<file path="src/rtl/lcd_line_pkg.sv">
package lcd_line_pkg;

  // field widths of the control word, lowest field first
  localparam int PPL_W        = 10;
  localparam int HSW_W        = 6;
  localparam int ELW_W        = 8;
  localparam int BLW_W        = 8;
  localparam int WORD_W       = PPL_W + HSW_W + ELW_W + BLW_W;

  // pixel-count bits that are hard-wired to zero
  localparam int PPL_LSB_DROP = 4;

  // constant offsets added to each field
  localparam int PIX_BASE     = 16;
  localparam int HSW_BASE     = 2;
  localparam int ELW_BASE     = 1;
  localparam int BLW_BASE     = 1;

  // phase counter must hold the longest phase minus one
  localparam int MAX_PHASE    = (1 << PPL_W) - (1 << PPL_LSB_DROP) + PIX_BASE;
  localparam int CNT_W        = $clog2(MAX_PHASE);

  typedef enum logic [1:0] {
    PH_BOL  = 2'd0,
    PH_PIX  = 2'd1,
    PH_EOL  = 2'd2,
    PH_SYNC = 2'd3
  } phase_e;

  typedef struct packed {
    logic [BLW_W-1:0] blw;
    logic [ELW_W-1:0] elw;
    logic [HSW_W-1:0] hsw;
    logic [PPL_W-1:0] ppl;
  } line_cfg_t;

  // strip the unimplemented pixel-count bits from a raw word
  function automatic line_cfg_t sanitize(input logic [WORD_W-1:0] w);
    line_cfg_t c;
    c = line_cfg_t'(w);
    c.ppl[PPL_LSB_DROP-1:0] = '0;
    return c;
  endfunction

  // number of cycles a phase lasts
  function automatic int phase_len(input line_cfg_t c, input phase_e p);
    int n;
    case (p)
      PH_BOL:  n = int'(c.blw) + BLW_BASE;
      PH_PIX:  n = int'(c.ppl) + PIX_BASE;
      PH_EOL:  n = int'(c.elw) + ELW_BASE;
      default: n = int'(c.hsw) + HSW_BASE;
    endcase
    return n;
  endfunction

  // terminal count of the up-counter within a phase
  function automatic logic [CNT_W-1:0] phase_last(input line_cfg_t c, input phase_e p);
    return CNT_W'(phase_len(c, p) - 1);
  endfunction

  function automatic phase_e next_phase(input phase_e p);
    phase_e n;
    case (p)
      PH_BOL:  n = PH_PIX;
      PH_PIX:  n = PH_EOL;
      PH_EOL:  n = PH_SYNC;
      default: n = PH_BOL;
    endcase
    return n;
  endfunction

endpackage

</file>
<file path="src/rtl/lcd_cfg_reg.sv">
module lcd_cfg_reg
  import lcd_line_pkg::*;
(
  input  logic              clk,
  input  logic              rst_n,
  input  logic              ctl_enable,
  input  logic              wr_en,
  input  logic [WORD_W-1:0] wdata,
  output line_cfg_t         cfg,
  output logic [WORD_W-1:0] rdata,
  output logic              wr_accept
);

  line_cfg_t cfg_q;

  // writes only land while the sequencer is stopped
  assign wr_accept = wr_en && !ctl_enable;

  always_ff @(posedge clk) begin
    if (!rst_n) begin
      cfg_q <= '0;
    end else if (wr_accept) begin
      cfg_q <= sanitize(wdata);
    end
  end

  assign cfg   = cfg_q;
  assign rdata = cfg_q;

endmodule

</file>
<file path="src/rtl/lcd_phase_seq.sv">
module lcd_phase_seq
  import lcd_line_pkg::*;
(
  input  logic             clk,
  input  logic             rst_n,
  input  logic             run,
  input  line_cfg_t        cfg,
  output phase_e           phase,
  output logic [CNT_W-1:0] cnt,
  output logic             phase_end
);

  phase_e           phase_q;
  logic [CNT_W-1:0] cnt_q;
  logic [CNT_W-1:0] last;

  assign last      = phase_last(cfg, phase_q);
  assign phase_end = run && (cnt_q == last);

  always_ff @(posedge clk) begin
    if (!rst_n || !run) begin
      phase_q <= PH_BOL;
      cnt_q   <= '0;
    end else if (phase_end) begin
      phase_q <= next_phase(phase_q);
      cnt_q   <= '0;
    end else begin
      cnt_q   <= cnt_q + 1'b1;
    end
  end

  assign phase = phase_q;
  assign cnt   = cnt_q;

endmodule

</file>
<file path="src/rtl/lcd_out_decode.sv">
module lcd_out_decode
  import lcd_line_pkg::*;
(
  input  logic   run,
  input  logic   active_mode,
  input  phase_e phase,
  input  logic   phase_end,
  output logic   pclk_en,
  output logic   pix_valid,
  output logic   line_clk,
  output logic   eol_pulse
);

  logic in_pix;
  logic in_sync;

  assign in_pix    = (phase == PH_PIX);
  assign in_sync   = (phase == PH_SYNC);

  assign pix_valid = run && in_pix;
  assign line_clk  = run && in_sync;
  assign eol_pulse = line_clk && phase_end;
  assign pclk_en   = run && (active_mode || in_pix);

endmodule

</file>
<file path="src/rtl/lcd_line_timer.sv">
module lcd_line_timer
  import lcd_line_pkg::*;
(
  input  logic        clk,
  input  logic        rst_n,
  input  logic        ctl_enable,
  input  logic        active_mode,
  input  logic        cfg_wr_en,
  input  logic [31:0] cfg_wdata,
  output logic [31:0] cfg_rdata,
  output logic        pclk_en,
  output logic        pix_valid,
  output logic        line_clk,
  output logic        eol_pulse
);

  line_cfg_t        cfg;
  phase_e           phase;
  logic [CNT_W-1:0] phase_cnt;

  // named internal events
  logic evt_phase_end;
  logic evt_wr_accept;
  logic evt_line_wrap;

  lcd_cfg_reg u_cfg (
    .clk        (clk),
    .rst_n      (rst_n),
    .ctl_enable (ctl_enable),
    .wr_en      (cfg_wr_en),
    .wdata      (cfg_wdata),
    .cfg        (cfg),
    .rdata      (cfg_rdata),
    .wr_accept  (evt_wr_accept)
  );

  lcd_phase_seq u_seq (
    .clk       (clk),
    .rst_n     (rst_n),
    .run       (ctl_enable),
    .cfg       (cfg),
    .phase     (phase),
    .cnt       (phase_cnt),
    .phase_end (evt_phase_end)
  );

  lcd_out_decode u_dec (
    .run         (ctl_enable),
    .active_mode (active_mode),
    .phase       (phase),
    .phase_end   (evt_phase_end),
    .pclk_en     (pclk_en),
    .pix_valid   (pix_valid),
    .line_clk    (line_clk),
    .eol_pulse   (eol_pulse)
  );

  assign evt_line_wrap = eol_pulse;

endmodule

</file>
<file path="config.mk">
export PLATFORM = sky130hd
export DESIGN_NAME = lcd_line_timer
export DESIGN_NICKNAME = d
export VERILOG_FILES = /design/src/rtl/lcd_line_pkg.sv /design/src/rtl/lcd_cfg_reg.sv /design/src/rtl/lcd_phase_seq.sv /design/src/rtl/lcd_out_decode.sv /design/src/rtl/lcd_line_timer.sv
export SDC_FILE = /design/constraint.sdc
export NUM_CORES = 1
export LEC_CHECK = 0
export CAP_MARGIN = 20
export CORE_ASPECT_RATIO = 0.6
export CORE_MARGIN = 10
export CORE_UTILIZATION = 26
export DETAILED_ROUTE_END_ITERATION = 10
export GPL_TIMING_DRIVEN = 0
export SLEW_MARGIN = 20
export SYNTH_ARGS = -nofsm -noshare
export SYNTH_HDL_FRONTEND = slang
export SYNTH_SLANG_ARGS = --single-unit
</file>
<file path="constraint.sdc">
create_clock -name clk -period 10.7 [get_ports clk]
set_input_delay 2.14 -clock clk [delete_from_list [all_inputs] [get_ports clk]]
set_output_delay 2.14 -clock clk [all_outputs]
set_load 0.01 [all_outputs]
</file>
==> metrics, run 1 <==
RSZ-0062 raised after global routing false; ys async rst share 0; Yosys cell types 59; largest net degree at the start of global routing 13; post-route clock skew 0.005744 ns; DP Wirelength 6728 µm; CTS resizes 0; top_reg_cell synth dfxtp_1; share of layout cells above drive strength 1 0.09091; Pins Over Slew Limit 0; Die Width 151.9 µm; Worst EP arrival 5.11 ns; CP endpoint kind primary output; post-CTS setup buffers 0; Required @ worst endpoint 8.56 ns; Synth Register Bits 40; GRT met1 Usage 0.1531; power density over the cells 114.6 mW/mm²; DRC 0; HP Class flip-flop to flip-flop; Post-Syn Area per Cell 8.432 µm²; Placer Congestion 0.8573; vias 2551; # diodes 0; Max Root-Sink Buffers 2; cts hold-fix bufs 0; CTS Sinks 40; vias in the first global route 2519; area leader, netlist dfxtp_1; # setup viols final 0; Antenna Nets Post-Route 0; Tightest Pin Transition 0.7013 ns; drt initial violations 215; Post-synth EDFFs 0; cell count after synthesis 322; outcome completed; # rows 28; Layout Area Growth over Synthesis 36.59%; layout net count 442; Ys Warns 0; Detailed Route WL 8419 µm; total clock buffers created by CTS 5; clk_lat worst skew 0.29 ns; Leak Pwr 1.300 nW; FMAX 137.9 MHz; vias per inst 4.804; first-pass GRT wire length 13580 µm; Avg WL per Cell 15.85 µm; initial core utilization 0.2710; met2 Use GR 0.1487; fin crit share 0.6779; Final Power 425.0 µW; minimum clock period after layout 7.254 ns; Worst Setup SP u_seq.phase[0]$_SDFFE_PP0P_; total die area 0.01506 mm²; TNS Setup 0 ns; Total GRT Usage 0.1108; port bufs 63; critical path start-end classification flip-flop to primary output; Max Cap Viol 0; GR Overflow Total 0; CTS clk-pin slew, worst paths 0.06 ns; CTS tree yes; met3 GRT Util 0.05118; CORE AREA 0.01002 mm²; I/O Pins 73; Synth top cells by count nand2_1 (61), dfxtp_1 (40), a21boi_0 (28); Synth top area share 0.2949; H-tree Lvls 2; top cells by area, synth dfxtp_1 (29%), nand2_1 (8.4%), a21boi_0 (7.7%); Initial DRT Pass Iterations 4; most common cell in the synthesized netlist nand2_1; gr busiest metal met1; Final Hold Violating Endpoints 0; register area share after synthesis 0.2949; Die Y 99.16 µm; Root Buffer clkbuf_16; synthesized area 0.002715 mm²; R2R Path Start u_seq.phase[0]$_SDFFE_PP0P_; Max VDD drop 0.00005727 V; Max Fanout on Critical Path 10; Slew HR 0.5325; Startpoint Class flip-flop; Worst Hold Launch u_cfg.cfg[9]$_SDFFE_PN0P_; initial antenna violation count 0
==> critical path, stage by stage, from the launching register on <==
cell	delay, ns
dfxtp_1	0.35
inv_1	0.09
ha_1	0.20
buf_6	0.16
buf_4	0.18
buf_6	0.16
mux2_2	0.34
ha_1	0.28
xor2_1	0.17
a32o_1	0.29
nand4bb_1	0.34
or3_1	0.44
or4b_1	0.48
o31a_1	0.15
nor4_4	0.44
and2_1	0.19
clkdlybuf4s50_1	0.54
==> cells by family (layout without fill, tap and decap cells) <==
family / count (synthesis) / count (layout) / share of synthesized area
AO/OA/AOI/OAI: 55 / 55 / 0.1544
XOR/XNOR: 29 / 29 / 0.09862
adder cells (fa/ha/maj): 10 / 10 / 0.04608
buffers and inverters: 28 / 99 / 0.05438
flip-flops: 40 / 40 / 0.2949
multiplexers: 11 / 11 / 0.04424
other: 1 / 4 / 0.001381
AND/OR/NAND/NOR: 148 / 148 / 0.3060
==> state kept, by name, summed over array words and instances, names as in the netlist <==
| signal | cells |
|---|---|
| u_seq.cnt | 10 |
| u_cfg.cfg | 28 |
| u_seq.phase | 2 |
==> power breakdown <==
group          leakage [nW]  internal (mW)  switching, mW
combinational         0.884         0.0409         0.0383
clock                0.0901          0.123         0.0596
sequential            0.326          0.155        0.00872
==> cells in the final DEF (no fill, tap or decap), types with 4 or more instances in the layout <==
master / n
nand2b_1: 5
a21boi_0: 28
nor3b_1: 4
nor3_2: 9
inv_1: 7
buf_4: 5
clkbuf_1: 10
and2_1: 4
mux2i_1: 6
nor2_1: 9
nand3b_1: 4
nand3_1: 20
nand2_1: 61
nand4_1: 6
clkdlybuf4s50_1: 63
dfxtp_1: 40
xnor2_1: 17
ha_1: 10
a21oi_1: 6
nor2b_1: 4
clkbuf_16: 5
xor2_1: 11
conb_1: 4
==> metrics by stage <==
step / worst slack, ns / utilization / instances / instance area [µm²] / hold slack [ns]
finish: 3.446 / 0.3701 / 531 / 3709 / 0.5023
floorplan: 4.741 / - / 325 / 2726 / 0.4948
global route: 3.185 / 0.3701 / 531 / 3709 / 0.5355
global placement: 3.827 / 0.3519 / 523 / 3526 / 0.4889
detailed placement: 3.743 / 0.3519 / 523 / 3526 / 0.4991
CTS: 3.422 / 0.3701 / 531 / 3709 / 0.5103
==> metal layers <==
| metal | vias to the layer above | wire length, µm |
|---|---|---|
| met5 | - | 0 |
| met1 | 1188 | 4235 |
| met4 | 0 | 76 |
| li1 | 1269 | - |
| met3 | 8 | 837 |
| met2 | 86 | 3269 |
==> worst paths after layout <==
path                                             endpoint  slack [ns]  depth (start not counted)
worst min register to register  u_cfg.cfg[9]$_SDFFE_PN0P_        0.50                          2
worst min-delay path            u_cfg.cfg[9]$_SDFFE_PN0P_        0.50                          2
worst max register to register    u_seq.cnt[2]$_SDFF_PP0_        6.17                         16
worst max-delay path                            eol_pulse        3.45                         16
==> area by class of cell <==
type	count	area, µm²
fillers	1035	6311
multi-input cells	257	1778
well taps	135	168.9
inverters	7	26.28
plain buffers	21	121.4
flip-flops and latches	40	800.8
clock buffers	7	152.6
repair buffers	63	630.6
clock inverters	1	30.03
Power figures use the tool's default switching activity.
==> run 2, diff against run 1 <==
Clock period 10.7 ns to 6.05 ns, I/O delays scaled along.
==> run 2 against run 1 <==
Against the previous run: sequential power increased by 77%; setup slack got worse by 3.0 ns; non-clock buffer count increased by 2; sequential share of layout area decreased by 0.24 points; cell area increased by 1.1%; core utilization increased by 0.41 points; combinational power increased by 83%; register-to-register slack got worse by 4.5 ns; flip-flop and latch count unchanged; cell count increased by 0.38%; first-iteration DRC count decreased by 23%; clock power increased by 77%; highest routed layer unchanged.
==> metrics, run 2 (same netlist as run 1, synthesis figures left out) <==
HP Class flip-flop to flip-flop; CTS clk-pin slew, worst paths 0.06 ns; DP Wirelength 6728 µm; Die Y 99.16 µm; port bufs 63; Max VDD drop 0.0001033 V; drt initial violations 165; FMAX 178.4 MHz; Initial DRT Pass Iterations 4; Total GRT Usage 0.1114; sequential cell area 800.8 µm²; critical path start-end classification flip-flop to primary output; DRC 0; Antenna Nets Post-Route 0; Detailed Route WL 8450 µm; Multi-input gate area 0.001802 mm²; initial core utilization 0.2710; layout net count 444; Tightest Pin Transition 0.6988 ns; CP max stage cell or4b_1; most common cell after layout, fill and taps aside clkdlybuf4s50_1; CP endpoint kind primary output; initial antenna violation count 0; total clock buffers created by CTS 5; outcome completed; Slew HR 0.5302; Max Root-Sink Buffers 2; Worst EP arrival 4.40 ns; FILL cells 1035; # rows 28; Critical Path, Cell by Cell inv_1 -> ha_1 -> buf_6 -> buf_4 -> buf_6 -> mux2_2 -> ha_2 -> xor2_1 -> a32o_1 -> nand4bb_4 -> or3_1 -> or4b_1 -> o31a_1 -> nor4_4 -> and2_1 -> dlymetal6s2s_1; CTS Sinks 40; CP peak stage delay 0.48 ns; Final Hold Violating Endpoints 0; Layout Area Growth over Synthesis 38.11%; GR Overflow Total 0; Startpoint Class flip-flop; largest net degree at the start of global routing 13; TNS Setup 0 ns; vias in the first global route 2532; max FFs per register 28; Final Power 757.7 µW; Pins Over Slew Limit 0; vias 2527; CORE AREA 0.01002 mm²; # setup viols final 0; power density over the cells 202.1 mW/mm²; Avg WL per Cell 15.85 µm; cts hold-fix bufs 0; post-route clock skew 0.006590 ns; total die area 0.01506 mm²; H-tree Lvls 2; RSZ-0062 raised after global routing false; share of layout cells above drive strength 1 0.1030; I/O Pins 73; clk_lat worst skew 0.29 ns; Leak Pwr 1.332 nW; minimum clock period after layout 5.606 ns; Placer Congestion 0.8573; # diodes 0; Required @ worst endpoint 4.84 ns; Root Buffer clkbuf_16; Max Cap Viol 0; CP top delay family simple AND/OR/NAND/NOR gates; commonest non-fill, non-tap cells in the layout clkdlybuf4s50_1 (62), nand2_1 (61), dfxtp_1 (40), a21boi_0 (28), nand3_1 (20); vias per inst 4.741; Die Width 151.9 µm; Crit path top cell by count buf_6; first-pass GRT wire length 13660 µm; fin crit share 0.9266; Max Fanout on Critical Path 10; combined buffer and inverter count along the critical path 5; CTS tree yes
-- run 2: path summary, 6_finish.rpt --
check | from | slack (ns) | to | cells past startpoint
min | u_cfg.cfg[9]$_SDFFE_PN0P_ | 0.50 | u_cfg.cfg[9]$_SDFFE_PN0P_ | 2
min reg2reg | u_cfg.cfg[9]$_SDFFE_PN0P_ | 0.50 | u_cfg.cfg[9]$_SDFFE_PN0P_ | 2
max reg2reg | u_seq.phase[0]$_SDFFE_PP0P_ | 1.63 | u_seq.cnt[2]$_SDFF_PP0_ | 18
max | u_seq.phase[0]$_SDFFE_PP0P_ | 0.44 | eol_pulse | 16
-- run 2: metal layers --
layer | track usage | wire (µm) | vias up
met4 | 0.03021 | 77 | 0
met5 | 0 | 0 | -
li1 | - | - | 1273
met2 | 0.1497 | 3269 | 75
met1 | 0.1538 | 4308 | 1171
met3 | 0.05118 | 794 | 8
-- run 2: area by class of cell --
cell class / count / area share
tap: 135 / 0.04505
inverter: 7 / 0.007007
sequential: 40 / 0.2135
timing repair buffer: 65 / 0.1728
clock buffer: 7 / 0.04071
multi-input combinational: 257 / 0.4805
buffer: 21 / 0.03237
clock inverter: 1 / 0.008008
-- run 2: worst min-delay path: cells and delay by family, from the launching register on --
kind	cells	cell delay (ns)
compound gates	1	0.07
simple gates	1	0.06
flops	1	0.33
-- run 2: what timing repair did --
action,CTS,global route
pin swaps,1,1
gates resized for setup,3,2
setup endpoints to repair,1,1
buffers inserted,1,1
-- run 2: power breakdown --
group	total [mW]	switching [mW]	leakage (nW)	internal [mW]
Combinational	0.145	0.0691	0.916	0.0762
Clock	0.323	0.106	0.0901	0.217
Sequential	0.289	0.0153	0.326	0.274
Total	0.758	0.191	1.33	0.567
-- run 2: metrics by stage --
stage	hold WS [ns]	util	cells	worst slack [ns]	cell area, µm²
floorplan	0.4948	-	325	1.021	2726
global placement	0.4889	0.3519	523	0.1070	3526
detailed placement	0.4991	0.3519	523	0.02349	3526
CTS	0.5103	0.3730	532	0.03288	3737
global route	0.5355	0.3743	533	0.2117	3750
finish	0.5033	0.3743	533	0.4439	3750
